===== config.mk =====
export PLATFORM = sky130hd
export DESIGN_NAME = spi_reg_bridge
export DESIGN_NICKNAME = d
export VERILOG_FILES = /design/src/rtl/sbr_pkg.sv /design/src/rtl/sbr_sync.sv /design/src/rtl/sbr_order.sv /design/src/rtl/spi_reg_bridge.sv
export SDC_FILE = /design/constraint.sdc
export NUM_CORES = 1
export LEC_CHECK = 0
export ABC_AREA = 1
export BUFFER_PORTS_ARGS = -buffer_cell sky130_fd_sc_hd__buf_4
export CAP_MARGIN = 20
export CORE_MARGIN = 4
export CORE_UTILIZATION = 60
export CTS_CLUSTER_DIAMETER = 30
export DETAILED_ROUTE_END_ITERATION = 16
export GPL_ROUTABILITY_DRIVEN = 0
export PLACE_DENSITY_LB_ADDON = 0.15
export SYNTH_ARGS = -nofsm -noshare
export SYNTH_HDL_FRONTEND = slang
export SYNTH_SLANG_ARGS = --single-unit

===== constraint.sdc =====
create_clock -name clk_i -period 2.3 [get_ports clk_i]
set_input_delay 0.115 -clock clk_i [delete_from_list [all_inputs] [get_ports clk_i]]
set_output_delay 0.115 -clock clk_i [all_outputs]
set_load 0.005 [all_outputs]

===== src/rtl/sbr_pkg.sv =====
package sbr_pkg;
  localparam int WORD_W = 32;

  typedef enum logic [1:0] {
    ORD_LE_MSB = 2'b00,
    ORD_BE_MSB = 2'b01,
    ORD_LE_LSB = 2'b10,
    ORD_BE_LSB = 2'b11
  } ord_e;

  // order field replicated so that any current order decodes it the same
  function automatic logic [WORD_W-1:0] ord_pattern(logic [1:0] o);
    return {4{o[0], o[1], 4'b0000, o[1], o[0]}};
  endfunction
endpackage


===== src/rtl/sbr_sync.sv =====
module sbr_sync #(
  parameter int W = 1,
  parameter logic [W-1:0] RST = '0
) (
  input  logic         clk_i,
  input  logic         rst_ni,
  input  logic [W-1:0] d_i,
  output logic [W-1:0] q_o
);
  logic [W-1:0] s1_q;

  always_ff @(posedge clk_i or negedge rst_ni) begin
    if (!rst_ni) begin
      s1_q <= RST;
      q_o  <= RST;
    end else begin
      s1_q <= d_i;
      q_o  <= s1_q;
    end
  end
endmodule


===== src/rtl/sbr_order.sv =====
module sbr_order
  import sbr_pkg::*;
(
  input  logic [1:0]        ord_i,
  input  logic [WORD_W-1:0] word_i,  // word to serialize
  output logic [WORD_W-1:0] ser_o,   // bit 31 leaves first
  input  logic [WORD_W-1:0] ser_i,   // bit 31 arrived first
  output logic [WORD_W-1:0] word_o
);
  // position map is an involution, so one map serves both directions
  for (genvar n = 0; n < WORD_W; n++) begin : g_bit
    localparam int B = n / 8;
    localparam int I = n % 8;
    logic [4:0] pos;
    always_comb pos = 5'((ord_i[0] ? (3 - B) : B) * 8 + (ord_i[1] ? I : (7 - I)));
    assign word_o[n]          = ser_i[5'd31 - pos];
    assign ser_o[WORD_W-1-n]  = word_i[pos];
  end
endmodule


===== src/rtl/spi_reg_bridge.sv =====
module spi_reg_bridge
  import sbr_pkg::*;
#(
  parameter int          ADDR_W = 23,
  parameter int          PAD_W  = 4,
  parameter logic [7:0]  IF_ID  = 8'd2
) (
  input  logic              clk_i,
  input  logic              rst_ni,
  input  logic              sck_i,
  input  logic              cs_ni,
  input  logic              mosi_i,
  output logic              miso_o,
  output logic              bus_req_o,
  output logic              bus_we_o,
  output logic [ADDR_W-1:0] bus_addr_o,
  output logic [WORD_W-1:0] bus_wdata_o,
  input  logic              bus_ack_i,
  input  logic [WORD_W-1:0] bus_rdata_i
);
  localparam int CMD_W   = ADDR_W + 1;
  localparam int CNT_MAX = CMD_W + 8 * ((1 << PAD_W) - 1) + WORD_W;
  localparam int CNT_W   = $clog2(CNT_MAX + 1);
  localparam logic [CNT_W-1:0] LAST_CMD = CNT_W'(CMD_W - 1);
  localparam logic [CNT_W-1:0] LAST_WR  = CNT_W'(CMD_W + WORD_W - 1);

  logic [2:0] sync_q;
  logic       sck_prev_q;
  logic       cs_act, sck_rise, sck_fall, mosi_s;

  sbr_sync #(.W(3), .RST(3'b100)) u_sync (
    .clk_i (clk_i),
    .rst_ni(rst_ni),
    .d_i   ({cs_ni, sck_i, mosi_i}),
    .q_o   (sync_q)
  );

  assign cs_act   = ~sync_q[2];
  assign sck_rise = sync_q[1] & ~sck_prev_q;
  assign sck_fall = ~sync_q[1] & sck_prev_q;
  assign mosi_s   = sync_q[0];

  logic [CNT_W-1:0]  bit_cnt;
  logic [CMD_W-1:0]  cmd_sr;
  logic [WORD_W-1:0] rx_sr, tx_sr, rd_q;
  logic              frm_wr_q, rd_done_q, too_fast_q;
  logic [ADDR_W-1:0] frm_addr_q;
  logic [1:0]        ord_q;
  logic [PAD_W-1:0]  pad_q;

  logic [CMD_W-1:0]  cmd_next;
  logic [WORD_W-1:0] rx_next, rd_word, tx_load, wr_word, cfg_rd;
  logic [CNT_W-1:0]  rd_start;
  logic              frm_local, commit, cfg_wr, ord_wr, cfg_clr, load, fast_miss;

  assign cmd_next  = {cmd_sr[CMD_W-2:0], mosi_s};
  assign rx_next   = {rx_sr[WORD_W-2:0], mosi_s};
  assign frm_local = (frm_addr_q[ADDR_W-1:1] == '0);
  assign rd_start  = CNT_W'(CMD_W) + CNT_W'({pad_q, 3'b000});
  assign commit    = cs_act && sck_rise && frm_wr_q && (bit_cnt == LAST_WR);
  assign cfg_wr    = commit && (frm_addr_q == ADDR_W'(1));
  assign ord_wr    = commit && (frm_addr_q == '0);
  assign cfg_clr   = cfg_wr && wr_word[16];
  assign load      = cs_act && sck_fall && !frm_wr_q && (bit_cnt == rd_start);
  assign fast_miss = load && !frm_local && !rd_done_q;
  assign cfg_rd    = {IF_ID, 7'b0, too_fast_q, 16'(pad_q)};

  always_comb begin
    if (frm_addr_q == '0)                rd_word = ord_pattern(ord_q);
    else if (frm_addr_q == ADDR_W'(1))   rd_word = cfg_rd;
    else if (rd_done_q)                  rd_word = rd_q;
    else                                 rd_word = '0;
  end

  sbr_order u_order (
    .ord_i (ord_q),
    .word_i(rd_word),
    .ser_o (tx_load),
    .ser_i (rx_next),
    .word_o(wr_word)
  );

  always_ff @(posedge clk_i or negedge rst_ni) begin
    if (!rst_ni) begin
      sck_prev_q  <= 1'b0;
      bit_cnt     <= '0;
      cmd_sr      <= '0;
      rx_sr       <= '0;
      tx_sr       <= '0;
      rd_q        <= '0;
      frm_wr_q    <= 1'b0;
      frm_addr_q  <= '0;
      rd_done_q   <= 1'b0;
      too_fast_q  <= 1'b0;
      ord_q       <= ORD_LE_MSB;
      pad_q       <= '0;
      bus_req_o   <= 1'b0;
      bus_we_o    <= 1'b0;
      bus_addr_o  <= '0;
      bus_wdata_o <= '0;
    end else begin
      sck_prev_q <= sync_q[1];
      if (bus_req_o && bus_ack_i) begin
        bus_req_o <= 1'b0;
        if (!bus_we_o) begin
          rd_q      <= bus_rdata_i;
          rd_done_q <= 1'b1;
        end
      end
      if (!cs_act) begin
        bit_cnt <= '0;
        tx_sr   <= '0;
      end else if (sck_rise) begin
        if (bit_cnt != CNT_W'(CNT_MAX)) bit_cnt <= bit_cnt + 1'b1;
        if (bit_cnt < CNT_W'(CMD_W)) cmd_sr <= cmd_next;
        else                         rx_sr  <= rx_next;
        if (bit_cnt == LAST_CMD) begin
          frm_wr_q   <= cmd_next[CMD_W-1];
          frm_addr_q <= cmd_next[ADDR_W-1:0];
          // bus read launched as soon as the address is complete
          if (!cmd_next[CMD_W-1] && (cmd_next[ADDR_W-1:1] != '0) && !bus_req_o) begin
            bus_req_o  <= 1'b1;
            bus_we_o   <= 1'b0;
            bus_addr_o <= cmd_next[ADDR_W-1:0];
            rd_done_q  <= 1'b0;
          end
        end
        if (commit && !frm_local && !bus_req_o) begin
          bus_req_o   <= 1'b1;
          bus_we_o    <= 1'b1;
          bus_addr_o  <= frm_addr_q;
          bus_wdata_o <= wr_word;
        end
      end else if (sck_fall && !frm_wr_q && (bit_cnt >= CNT_W'(CMD_W))) begin
        if (bit_cnt == rd_start) tx_sr <= tx_load;
        else                     tx_sr <= {tx_sr[WORD_W-2:0], 1'b0};
      end
      if (ord_wr) ord_q <= wr_word[1:0];
      if (cfg_wr) pad_q <= wr_word[PAD_W-1:0];
      if (fast_miss)    too_fast_q <= 1'b1;
      else if (cfg_clr) too_fast_q <= 1'b0;
    end
  end

  assign miso_o = tx_sr[WORD_W-1];
endmodule


==> impl_results.md <==
- Status: finished, final reports clean
- Maximum number of pins on one net before global-route repair: 67
- Post-synthesis register bit count: 222
- Register area share after synthesis: 50.3%
- TritonCTS clock tree: done
- Worst Tran Pin Value: 0.688 ns
- Commonest non-fill, non-tap cell in the layout: nand2_1
- DRT iter0 DRCs: 974
- Gate Count Post-Synth: 1434
- Input/output buffers: 95
- CTS Buffer Depth: 3
- Global route overflow: 0
- Clock transition at path regs: 0.05 ns
- Min Tclk post-route: 2.10 ns
- DR vias: 10200
- Die area: 20700 um^2
- Slew headroom: 54.1%
- Die width: 144 um
- Slowest stage cell, crit path: nand4_2
- WL met1: 12300 um
- Hold Violations, Final: 0
- Largest family of logic cells by synthesized area: simple AND/OR/NAND/NOR gates
- # H-tree levels: 2
- Area of the core: 18000 um^2
- Reg-to-reg startpoint: frm_addr_q[8]
- Initial core utilization: 61.3%
- CP endpoint kind: flip-flop
- Pwr Total: 11.5 mW
- Antenna violations before repair: 0
- Non-filler instance count after layout: 1824
- Vias/cell: 5.61
- Post-route DRC violation count: 0
- Compound-gate portion of the synthesized area: 10.7%
- I/O pins: 96
- Number of global-route vias before repair: 9840
- R2r worst-path depth: 10
- Synth Area in XOR/XNOR: 0.396%
- Req. time, crit path: 2.71 ns
- Total negative slack: 0 ns
- Post-synthesis mux area share: 2.83%
- Post-synthesis simple-gate area fraction: 28.4%
- Routed wl met3: 2490 um
- Final ANT Viol Nets: 0
- Post-synth cell types: 34
- Clock tree sinks: 222
- Syn Area/Cell: 7.71 um^2
- DRT Pass-1 Iters: 8
- Clock skew: 0.0184 ns
- CP cell instances: nor2_1, nand2_1, nor2_4, nand4_2, nand3_1, nand2_1, a21oi_1, nand2_1, nand2_1, nand2_1
- Crit path kind: flip-flop to flip-flop
- Met2 routed WL: 14000 um
- Slew Viols, Final: 0
- Cts bufs inserted: 45
- Worst Setup EP: tx_sr[15]
- Most frequent cells in the layout: nand2_1, dfrtp_1, o21ai_0
- Detailed Route WL: 29500 um
- Finished Cell Area: 14000 um^2
- Syn nets: 1475
- Worst R2R End: tx_sr[15]
- # setup viols final: 0
- Fin nets: 1599
- Ys Warns: 0
- Cell row count: 49
- Layout area overhead: 26.5%
- CP max FO: 16
- Reg2Reg Setup Slack: 0.20 ns
- Worst Setup SP: frm_addr_q[8]
- RSZ-0062 raised after global routing: yes
- First-pass GRT wire length: 49400 um
- Maximum capacitance violations: 0
- Power Dens Cells: 822 nW/um^2
- Placed cell area: 12000 um^2
- Die Span Y: 144 um
- Fmax: 476 MHz
- Crit start category: flip-flop
- Final Cycle Share: 91.4%
- Mean routed wirelength per cell: 16.1 um
- Hold_ws: 0.107 ns
- Min-Delay Path Class: input pin to async pin
- Area share of fa/ha/maj cells after synthesis: 0.339%
- Root Driver: clkbuf_16
- Layout cell share with drive strength beyond 1: 15.9%
- All-Layer GR Usage: 29.5%
- Highest metal layer with signal wires: met4
- Clk_lat worst skew: 0.53 ns
- Post-Syn Area: 11100 um^2
- Crit path largest cell delay: 0.41 ns
- Inst Count DP: 1703
- Most used cell along the critical path: nand2_1
- P_leak: 6.72 nW
- Ant diodes: 0
- Final HPWL from detailed placement: 18500 um
- Critical Path AT: 2.51 ns
- Maximum VDD drop: 832 uV
critical path, delay by kind of cell, from the launching register on:
family | cells | cell delay [ns]
AOI/OAI and AO/OA | 1 | 0.14
DFF | 1 | 0.39
and+or+nand+nor | 9 | 1.45
flip-flops by register name, indices dropped and copies added, names as in the netlist, 8 cells and up:
signal       cells
frm_addr_q      23
rd_q            32
rx_sr           31
tx_sr           32
bus_addr_o      23
cmd_sr          23
bit_cnt          8
bus_wdata_o     32
synth_stat cells, drive strengths merged:
library cell | count | area share [%]
xnor2 | 3 | 0.24
clkinv | 1 | 0.034
o21ai | 187 | 8.5
a21oi | 43 | 1.9
buf | 42 | 2.3
nor3 | 10 | 0.45
o22ai | 1 | 0.057
dfrtp | 220 | 50
nand4 | 22 | 1.3
o211ai | 3 | 0.20
mux2 | 26 | 2.6
nand2 | 496 | 17
mux2i | 2 | 0.18
dfstp | 2 | 0.48
inv | 99 | 3.4
and3 | 1 | 0.057
xor2 | 2 | 0.16
nor4 | 2 | 0.17
nor2 | 121 | 4.4
nand3 | 108 | 5.1
ha | 3 | 0.34
clkbuf | 40 | 1.4
final cells by class:
type / instances / area, um^2
well taps: 229 / 287
fillers: 1219 / 4040
clock buffers: 60 / 1320
clock inverters: 24 / 312
multi-input cells: 1030 / 4740
flip-flops and latches: 222 / 5560
inverters: 100 / 378
repair buffers: 159 / 1400
per-stage QoR:
| stage | util, % | setup slack, ns |
|---|---|---|
| after CTS | 77.5 | 0.186 |
| after global routing | 77.6 | -0.0169 |
| final | 77.6 | 0.199 |
| after global placement | 66.5 | 0.250 |
| after floorplan | - | 0.519 |
| after detailed placement | 66.5 | 0.215 |
report_power, final:
part | leakage [nW] | internal (mW) | switching, mW
sequential | 3.01 | 4.03 | 0.101
clock | 0.785 | 4.70 | 2.17
combinational | 2.93 | 0.208 | 0.301
total | 6.72 | 8.93 | 2.57
worst min path at each step:
stage	startpoint	endpoint	depth (start not counted)	slack, ns
final	rst_ni	frm_addr_q[11]	2	0.11
after floorplan	rst_ni	bit_cnt[0]	0	-0.18
after CTS	rst_ni	ord_q[1]	2	0.13
after global routing	rst_ni	bus_addr_o[11]	2	0.15
after global placement	rst_ni	bus_addr_o[11]	1	0.08
after detailed placement	rst_ni	bus_addr_o[10]	1	0.08
repair_timing:
action	in CTS	in global routing
setup buffers	0	0
hold endpoints to repair	244	0
setup endpoints to repair	0	7
hold buffers	37	0
gates resized for setup	0	4
logic make-up after synthesis:
logic type / count (synthesis)
multiplexers: 28
buffers and inverters: 182
AO/OA/AOI/OAI: 234
XOR/XNOR: 5
AND/OR/NAND/NOR: 760
adder cells (fa/ha/maj): 3
flip-flops: 222
metal layers:
| metal | GRT usage [%] | vias to the layer above |
|---|---|---|
| met1 | 40.7 | 4818 |
| met5 | 0 | - |
| li1 | - | 4886 |
| met2 | 47.6 | 461 |
| met4 | 7.98 | 0 |
| met3 | 6.76 | 70 |
No activity file was read; power rests on OpenSTA's default activity.
